--- src/rtl/wb2_pkg.sv ---
package wb2_pkg;
   typedef enum logic [2:0] {
      ST_IDLE,
      ST_TAG,
      ST_WB,
      ST_FREQ,
      ST_FWAIT,
      ST_RESP
   } wb2_state_t;
endpackage

--- src/rtl/wb2_way.sv ---
module wb2_way #(
   parameter int SETS   = 2,
   parameter int WORDS  = 4,
   parameter int TAG_W  = 27,
   parameter int DATA_W = 32,
   localparam int IDX_W = $clog2(SETS),
   localparam int OFF_W = $clog2(WORDS)
) (
   input  logic              clk,
   input  logic              rst_n,
   input  logic [IDX_W-1:0]  set_i,
   input  logic [OFF_W-1:0]  rd_word_i,
   input  logic              wr_en_i,
   input  logic [OFF_W-1:0]  wr_word_i,
   input  logic [DATA_W-1:0] wr_data_i,
   input  logic              wr_dirty_i,
   input  logic              install_i,
   input  logic [TAG_W-1:0]  install_tag_i,
   output logic              valid_o,
   output logic              dirty_o,
   output logic [TAG_W-1:0]  tag_o,
   output logic [DATA_W-1:0] word_o
);
   logic [SETS-1:0]   valid_q;
   logic [SETS-1:0]   dirty_q;
   logic [TAG_W-1:0]  tag_q  [SETS];
   logic [DATA_W-1:0] data_q [SETS][WORDS];

   always_ff @(posedge clk) begin
      if (!rst_n) begin
         valid_q <= '0;
         dirty_q <= '0;
      end else if (install_i) begin
         valid_q[set_i] <= 1'b1;
         dirty_q[set_i] <= 1'b0;
      end else if (wr_en_i && wr_dirty_i) begin
         dirty_q[set_i] <= 1'b1;
      end
   end

   always_ff @(posedge clk) begin
      if (install_i) tag_q[set_i] <= install_tag_i;
      if (wr_en_i)   data_q[set_i][wr_word_i] <= wr_data_i;
   end

   assign valid_o = valid_q[set_i];
   assign dirty_o = dirty_q[set_i];
   assign tag_o   = tag_q[set_i];
   assign word_o  = data_q[set_i][rd_word_i];

   // a dirty entry is always a valid entry
   assert_dirty_valid_R5: assert property (@(posedge clk) disable iff (!rst_n)
      ((dirty_q & ~valid_q) == '0));
endmodule

--- src/rtl/wb2_lru.sv ---
module wb2_lru #(
   parameter int SETS = 2,
   localparam int IDX_W = $clog2(SETS)
) (
   input  logic             clk,
   input  logic             rst_n,
   input  logic [IDX_W-1:0] set_i,
   input  logic             touch_i,
   input  logic             touch_way_i,
   output logic             mru_o
);
   logic [SETS-1:0] mru_q;

   always_ff @(posedge clk) begin
      if (!rst_n)       mru_q <= '0;
      else if (touch_i) mru_q[set_i] <= touch_way_i;
   end

   assign mru_o = mru_q[set_i];
endmodule

--- src/rtl/wb2_cache.sv ---
module wb2_cache
   import wb2_pkg::*;
#(
   parameter int ADDR_W     = 32,
   parameter int DATA_W     = 32,
   parameter int LINE_WORDS = 4,
   parameter int SETS       = 2
) (
   input  logic              clk,
   input  logic              rst_n,
   input  logic              cpu_req_valid,
   output logic              cpu_req_ready,
   input  logic              cpu_req_we,
   input  logic [ADDR_W-1:0] cpu_req_addr,
   input  logic [DATA_W-1:0] cpu_req_wdata,
   output logic              cpu_resp_valid,
   input  logic              cpu_resp_ready,
   output logic [DATA_W-1:0] cpu_resp_rdata,
   output logic              mem_req_valid,
   input  logic              mem_req_ready,
   output logic              mem_req_we,
   output logic [ADDR_W-1:0] mem_req_addr,
   output logic [DATA_W-1:0] mem_req_wdata,
   input  logic              mem_resp_valid,
   input  logic [DATA_W-1:0] mem_resp_rdata
);
   localparam int BYTE_W = $clog2(DATA_W / 8);
   localparam int OFF_W  = $clog2(LINE_WORDS);
   localparam int IDX_W  = $clog2(SETS);
   localparam int TAG_W  = ADDR_W - IDX_W - OFF_W - BYTE_W;
   localparam logic [OFF_W-1:0] LAST = OFF_W'(LINE_WORDS - 1);

   wb2_state_t        state_q;
   logic              req_we_q, victim_q;
   logic [ADDR_W-1:0] req_addr_q;
   logic [DATA_W-1:0] req_wdata_q, resp_q;
   logic [OFF_W-1:0]  cnt_q;

   logic [IDX_W-1:0]  set_q;
   logic [OFF_W-1:0]  word_q, rd_word, wr_word;
   logic [TAG_W-1:0]  tag_q;
   logic [DATA_W-1:0] wr_data;
   logic [1:0]        w_valid, w_dirty, hit_vec, word_we, install_we;
   logic [TAG_W-1:0]  w_tag  [2];
   logic [DATA_W-1:0] w_word [2];
   logic              hit, hit_way, mru, victim_c;

   assign set_q  = req_addr_q[BYTE_W+OFF_W +: IDX_W];
   assign word_q = req_addr_q[BYTE_W +: OFF_W];
   assign tag_q  = req_addr_q[ADDR_W-1 -: TAG_W];

   assign rd_word = (state_q == ST_WB) ? cnt_q : word_q;
   assign wr_word = (state_q == ST_FWAIT) ? cnt_q : word_q;
   assign wr_data = (state_q == ST_FWAIT) ? mem_resp_rdata : req_wdata_q;

   generate
      for (genvar g = 0; g < 2; g++) begin : g_way
         assign hit_vec[g] = w_valid[g] && (w_tag[g] == tag_q);
         wb2_way #(
            .SETS(SETS), .WORDS(LINE_WORDS), .TAG_W(TAG_W), .DATA_W(DATA_W)
         ) u_way (
            .clk(clk), .rst_n(rst_n), .set_i(set_q), .rd_word_i(rd_word),
            .wr_en_i(word_we[g]), .wr_word_i(wr_word), .wr_data_i(wr_data),
            .wr_dirty_i(state_q == ST_TAG), .install_i(install_we[g]),
            .install_tag_i(tag_q), .valid_o(w_valid[g]), .dirty_o(w_dirty[g]),
            .tag_o(w_tag[g]), .word_o(w_word[g])
         );
      end
   endgenerate

   assign hit      = |hit_vec;
   assign hit_way  = hit_vec[1];
   assign victim_c = !w_valid[0] ? 1'b0 : (!w_valid[1] ? 1'b1 : ~mru);

   wb2_lru #(.SETS(SETS)) u_lru (
      .clk(clk), .rst_n(rst_n), .set_i(set_q),
      .touch_i(state_q == ST_TAG && hit), .touch_way_i(hit_way), .mru_o(mru)
   );

   always_comb begin
      for (int i = 0; i < 2; i++) begin
         word_we[i] = (state_q == ST_TAG && hit && req_we_q && hit_way == 1'(i))
                   || (state_q == ST_FWAIT && mem_resp_valid && victim_q == 1'(i));
         install_we[i] = state_q == ST_FWAIT && mem_resp_valid
                      && cnt_q == LAST && victim_q == 1'(i);
      end
   end

   always_ff @(posedge clk) begin
      if (!rst_n) begin
         state_q     <= ST_IDLE;
         cnt_q       <= '0;
         victim_q    <= 1'b0;
         req_we_q    <= 1'b0;
         req_addr_q  <= '0;
         req_wdata_q <= '0;
         resp_q      <= '0;
      end else begin
         unique case (state_q)
            ST_IDLE: if (cpu_req_valid) begin
               req_we_q    <= cpu_req_we;
               req_addr_q  <= cpu_req_addr;
               req_wdata_q <= cpu_req_wdata;
               state_q     <= ST_TAG;
            end
            ST_TAG: begin
               cnt_q <= '0;
               if (hit) begin
                  resp_q  <= req_we_q ? req_wdata_q : w_word[hit_way];
                  state_q <= ST_RESP;
               end else begin
                  victim_q <= victim_c;
                  state_q  <= (w_valid[victim_c] && w_dirty[victim_c]) ? ST_WB : ST_FREQ;
               end
            end
            ST_WB: if (mem_req_ready) begin
               cnt_q <= cnt_q + 1'b1;
               if (cnt_q == LAST) state_q <= ST_FREQ;
            end
            ST_FREQ: if (mem_req_ready) state_q <= ST_FWAIT;
            ST_FWAIT: if (mem_resp_valid) begin
               cnt_q   <= cnt_q + 1'b1;
               state_q <= (cnt_q == LAST) ? ST_TAG : ST_FREQ;
            end
            ST_RESP: if (cpu_resp_ready) state_q <= ST_IDLE;
            default: state_q <= ST_IDLE;
         endcase
      end
   end

   assign cpu_req_ready  = (state_q == ST_IDLE);
   assign cpu_resp_valid = (state_q == ST_RESP);
   assign cpu_resp_rdata = resp_q;
   assign mem_req_valid  = (state_q == ST_WB) || (state_q == ST_FREQ);
   assign mem_req_we     = (state_q == ST_WB);
   assign mem_req_addr   = (state_q == ST_WB)
                         ? {w_tag[victim_q], set_q, cnt_q, {BYTE_W{1'b0}}}
                         : {tag_q, set_q, cnt_q, {BYTE_W{1'b0}}};
   assign mem_req_wdata  = w_word[victim_q];

   assert_busy_after_accept_R8: assert property (@(posedge clk) disable iff (!rst_n)
      (cpu_req_valid && cpu_req_ready) |=> !cpu_req_ready);

   assert_resp_hold_R10: assert property (@(posedge clk) disable iff (!rst_n)
      (cpu_resp_valid && !cpu_resp_ready) |=> (cpu_resp_valid && $stable(cpu_resp_rdata)));

   assert_memreq_hold_R7: assert property (@(posedge clk) disable iff (!rst_n)
      (mem_req_valid && !mem_req_ready)
      |=> (mem_req_valid && $stable(mem_req_addr) && $stable(mem_req_we)));
endmodule

--- config.mk ---
export PLATFORM = sky130hd
export DESIGN_NAME = wb2_cache
export DESIGN_NICKNAME = d
export VERILOG_FILES = /design/src/rtl/wb2_pkg.sv /design/src/rtl/wb2_way.sv /design/src/rtl/wb2_lru.sv /design/src/rtl/wb2_cache.sv
export SDC_FILE = /design/constraint.sdc
export NUM_CORES = 1
export LEC_CHECK = 0
export BUFFER_PORTS_ARGS = -buffer_cell sky130_fd_sc_hd__buf_4
export CORE_MARGIN = 1
export CORE_UTILIZATION = 55
export CTS_BUF_LIST = sky130_fd_sc_hd__clkbuf_16
export DETAILED_ROUTE_END_ITERATION = 8
export GPL_ROUTABILITY_DRIVEN = 0
export PLACE_DENSITY = 0.73
export SLEW_MARGIN = 25
export SYNTH_ARGS = -nofsm -noshare
export SYNTH_HDL_FRONTEND = slang
export SYNTH_SLANG_ARGS = --single-unit
--- constraint.sdc ---
create_clock -name clk -period 13.05 [get_ports clk]
set_input_delay 1.9575 -clock clk [delete_from_list [all_inputs] [get_ports clk]]
set_output_delay 1.9575 -clock clk [all_outputs]
set_load 0.01 [all_outputs]
==> run summary <==
The run finished with clean final reports. The pin slew with the least headroom to its limit came out at roughly 1100 ps. The start-to-end type of the worst setup path is reg -> out. The reported max-cap violation count came out at 0.

The final net count is 2542. The number of enable-type register cells in the synthesized netlist is 620. The worst setup path is captured at a primary output. The filler cell count in the final layout is 3857. The cell at the slowest stage of the critical path is buf_4.

The effective utilization at floorplan came out at 0.561. Once the clock tree was built, the resizer swapped 0 gates to a different size. The fraction of the yosys area taken by sequential cells came out at 0.687. The count of vias placed by the detailed router came out at 19800.

The maximum root-to-sink buffer count came out at 3. The die is 237 um tall. The routed wirelength normalized by instance count came out at ~24 um. The area added between synthesis and finish came out at 14.6%.

The startpoint of the worst hold path is req_wdata_q[6]. The worst register-to-register path ends at g_way[1].u_way.data_q[1][73]. Clock tree synthesis selected as its root buffer the cell clkbuf_16. The via count of the first global-routing pass is 19400. The count of synthesis-stage warnings from yosys came out at 0. The cts-stage hold buffer count is 0. The number of detailed-routing iterations run before antenna repair came out at 6. Setup repair after global routing left no endpoint under its margin. The antenna diode count is 0. The detailed router finished its first iteration with between 1500 and 2000 violations.

The detailed-route wire length is 76500 um. The number of sinks handled by clock tree synthesis is 732. The H-tree generated during clock tree synthesis spans 3 levels. The global-route total usage across every layer is 0.272. The largest fanout of any net on the critical path is 79. The summed negative setup slack over all endpoints is 0 ps. Walking the worst path, the cells encountered are or3b_2 -> a21oi_4 -> buf_4 -> buf_4 -> nand2_1 -> a32oi_1 -> a21oi_1 -> a21oi_1 -> buf_4. In this run, CTS created clock tree buffers numbering 74.

After clock tree synthesis, the setup repair step added 0 buffers. In this run the remaining antenna-violating nets after routing total 0. The total number of placement rows came out at 85.

The static leakage is 11.8 nW. The most instantiated flip-flop cell in the synthesis netlist is edfxtp_1. The gate count of the mapped netlist is 2277.

The largest single stage delay on the critical path is about 790 ps. The worst hold path passes through 2 cells. The average instance area after synthesis came out at 13.3 um^2. The max-slew violation count came out at 0. The maximum number of pins on one net before global-route repair is 80.

The headroom to the max-slew limit is 0.291. The shortest period the worst path allows is 6660 ps. Dividing the detail-routed via count by the number of cells gives 6.19. The async set or reset register ratio after synthesis is 0. The later-pin clock latency in the skew report is 620 ps. The setup slack of the worst register-to-register path is 8250 ps. The first global-routing pass estimated 114000 um of wire. The post-DP HPWL came out at about 42000 um.

The post-layout utilization of the core is 0.643. The number of distinct library cell variants in the gate-level netlist after synthesis is slightly below 60. The number of buffers and inverters on the critical path is 3. The synthesized cell area is 0.0304 mm^2. The sink of the worst hold path is req_wdata_q[6].

The critical path data required time is 11090 ps. The worst register-to-register path has a depth of 9. The kind of start point of the critical path is a flip-flop. The worst hold path belongs to the class reg -> reg. The number of remaining DRC errors came out at 0. The final number of hold-violating endpoints is 0.

By instance count, the cell type seen most on the critical path is buf_4. After detailed placement, the design holds a cell count of 3058. The total overflow reported by the global router came out at 0. The total power density per cell area came out at ~170 mW/mm^2. The total of flip-flops plus latches after synthesis is 732. The area of the die came out at 0.0561 mm^2. The final worst-path cycle share is 0.510.

The number of top-level pins came out at 203. The count of input and output buffers came out at just under 200. The die width is approximately 240 um.

The placeable core area is 0.0541 mm^2. The final standard cell count with taps included and fillers excluded came out at 3193. The worst vdd rail ir drop is 113 uV.

The maximum frequency from static timing analysis is 150 MHz. After clock tree synthesis, the clock-pin slew on the worst setup and hold paths is 60 ps. The number of endpoints failing setup at the final stage is 0. The share of cells above drive strength 1 is 0.175. The clock tree from TritonCTS is yes.

The gate family responsible for the most delay along the worst path is buffers and inverters. At the worst endpoint, the arrival time is 4700 ps. Between clock sinks in the finished design, the worst skew comes to 33.5 ps.

The initial antenna violation count came out at 0.
[metal layers]
layer / track usage / up-vias / share of wire
met5: 0 / - / 0
met4: 0.107 / 0 / 0.032
met3: 0.0473 / 167 / 0.081
met2: 0.448 / 902 / 0.49
met1: 0.361 / 9786 / 0.40
li1: - / 8898 / -
[area by class of cell]
type / count / area (um^2) / area share
well taps: 696 / 871 / 0.0250
clock inverters: 59 / 353 / 0.0101
repair buffers: 236 / 1830 / 0.0526
multi-input cells: 1383 / 8920 / 0.256
flip-flops and latches: 732 / 20900 / 0.600
inverters: 11 / 41.3 / 0.00119
clock buffers: 76 / 1900 / 0.0547
[synthesized netlist by cell type (all sizes together), types with 3 or more instances]
cell / instances / area share
edfxtp: 620 / 0.61
nand2: 454 / 0.056
a21oi: 223 / 0.037
mux2i: 193 / 0.064
a32oi: 128 / 0.037
dfxtp: 112 / 0.074
clkbuf: 92 / 0.011
buf: 60 / 0.012
mux2: 59 / 0.022
nor2: 53 / 0.0072
nand2b: 34 / 0.0070
o21ai: 33 / 0.0054
a32o: 32 / 0.011
nor4: 28 / 0.0070
xnor2: 28 / 0.0081
xor2: 26 / 0.0075
nor3: 18 / 0.0030
nand3: 13 / 0.0023
inv: 10 / 0.0012
and2: 9 / 0.0019
nand4: 6 / 0.0014
nor2b: 5 / 0.0010
o22ai: 5 / 0.0012
a31oi: 4 / 0.00082
o211ai: 3 / 0.00074
o21a: 3 / 0.00074
o32ai: 3 / 0.00087
[report_power, final]
part           switching (mW)  leakage (nW)  total [mW]  internal [mW]
combinational           0.858          4.00        1.32          0.458
clock                   0.862          1.17        1.98           1.11
sequential             0.0751          6.62        2.75           2.68
total                    1.79          11.8        6.05           4.25
[state kept, by name, summed over array words and instances, names as in the netlist, named ones only]
signal / cells
cpu_resp_rdata: 32
u_lru.mru_q: 2
state_q: 3
victim_q: 1
req_addr_q: 30
g_way.u_way.data_q: 512
cnt_q: 2
req_we_q: 1
req_wdata_q: 32
g_way.u_way.valid_q: 4
g_way.u_way.tag_q: 108
[through the flow]
step                      instance area (um^2)  setup WS, ps  hold WS, ps  power (mW)
after global routing                     34800          6250          485        6.28
after floorplan                          30400          8090          440        3.63
final                                    34800          6390          462        6.05
after detailed placement                 32500          6990          458        4.10
after global placement                   32400          7120          449        4.07
after CTS                                34800          6290          466        6.06
[cells in the final DEF (no fill, tap or decap), types with 12 or more instances in the layout]
| cell | count |
|---|---|
| nor4_1 | 22 |
| mux2i_1 | 193 |
| mux2_2 | 50 |
| a21oi_1 | 221 |
| buf_4 | 232 |
| a32o_1 | 32 |
| clkinv_1 | 20 |
| xor2_1 | 26 |
| a32oi_1 | 128 |
| clkbuf_16 | 76 |
| nor2_1 | 47 |
| edfxtp_1 | 620 |
| nand2_1 | 453 |
| inv_1 | 27 |
| clkinv_2 | 12 |
| xnor2_1 | 28 |
| dfxtp_1 | 109 |
| nand3_1 | 12 |
| nand2b_1 | 34 |
| o21ai_0 | 33 |
[logic make-up (layout without fill, tap and decap cells)]
kind of cell | Yosys count | count (layout) | share of synthesized area
flip-flops | 732 | 732 | 0.687
AND/OR/NAND/NOR | 631 | 631 | 0.0898
AO/OA/AOI/OAI | 443 | 443 | 0.0966
multiplexers | 252 | 252 | 0.0860
buffers and inverters | 163 | 382 | 0.0243
XOR/XNOR | 54 | 54 | 0.0156
adder cells (fa/ha/maj) | 1 | 1 | 0.000412
other | 1 | 2 | 0.000124
[worst max-delay path by stage]
stage / startpoint / to / slack [ps] / cells past startpoint
2_1_floorplan: mem_resp_valid / g_way[1].u_way.data_q[0][100] / 8090 / 3
3_3_place_gp: cnt_q[0] / mem_req_wdata[4] / 7120 / 8
3_5_place_dp: cnt_q[0] / mem_req_wdata[4] / 6990 / 8
4_1_cts: cnt_q[0] / mem_req_wdata[4] / 6290 / 8
5_1_grt: cnt_q[0] / mem_req_wdata[1] / 6250 / 8
6_report: state_q[1] / mem_req_wdata[4] / 6390 / 9
[worst register-to-register path: stages, from the launching register on]
cell and delay (ps):
dfxtp_2 310, buf_4 730, mux2_2 480, xor2_1 200
nor4_2 330, nand4_2 310, nor2_8 670, a31oi_1 490
nor3_2 280, buf_4 600
Note: power is estimated with default switching activity, not from simulation.
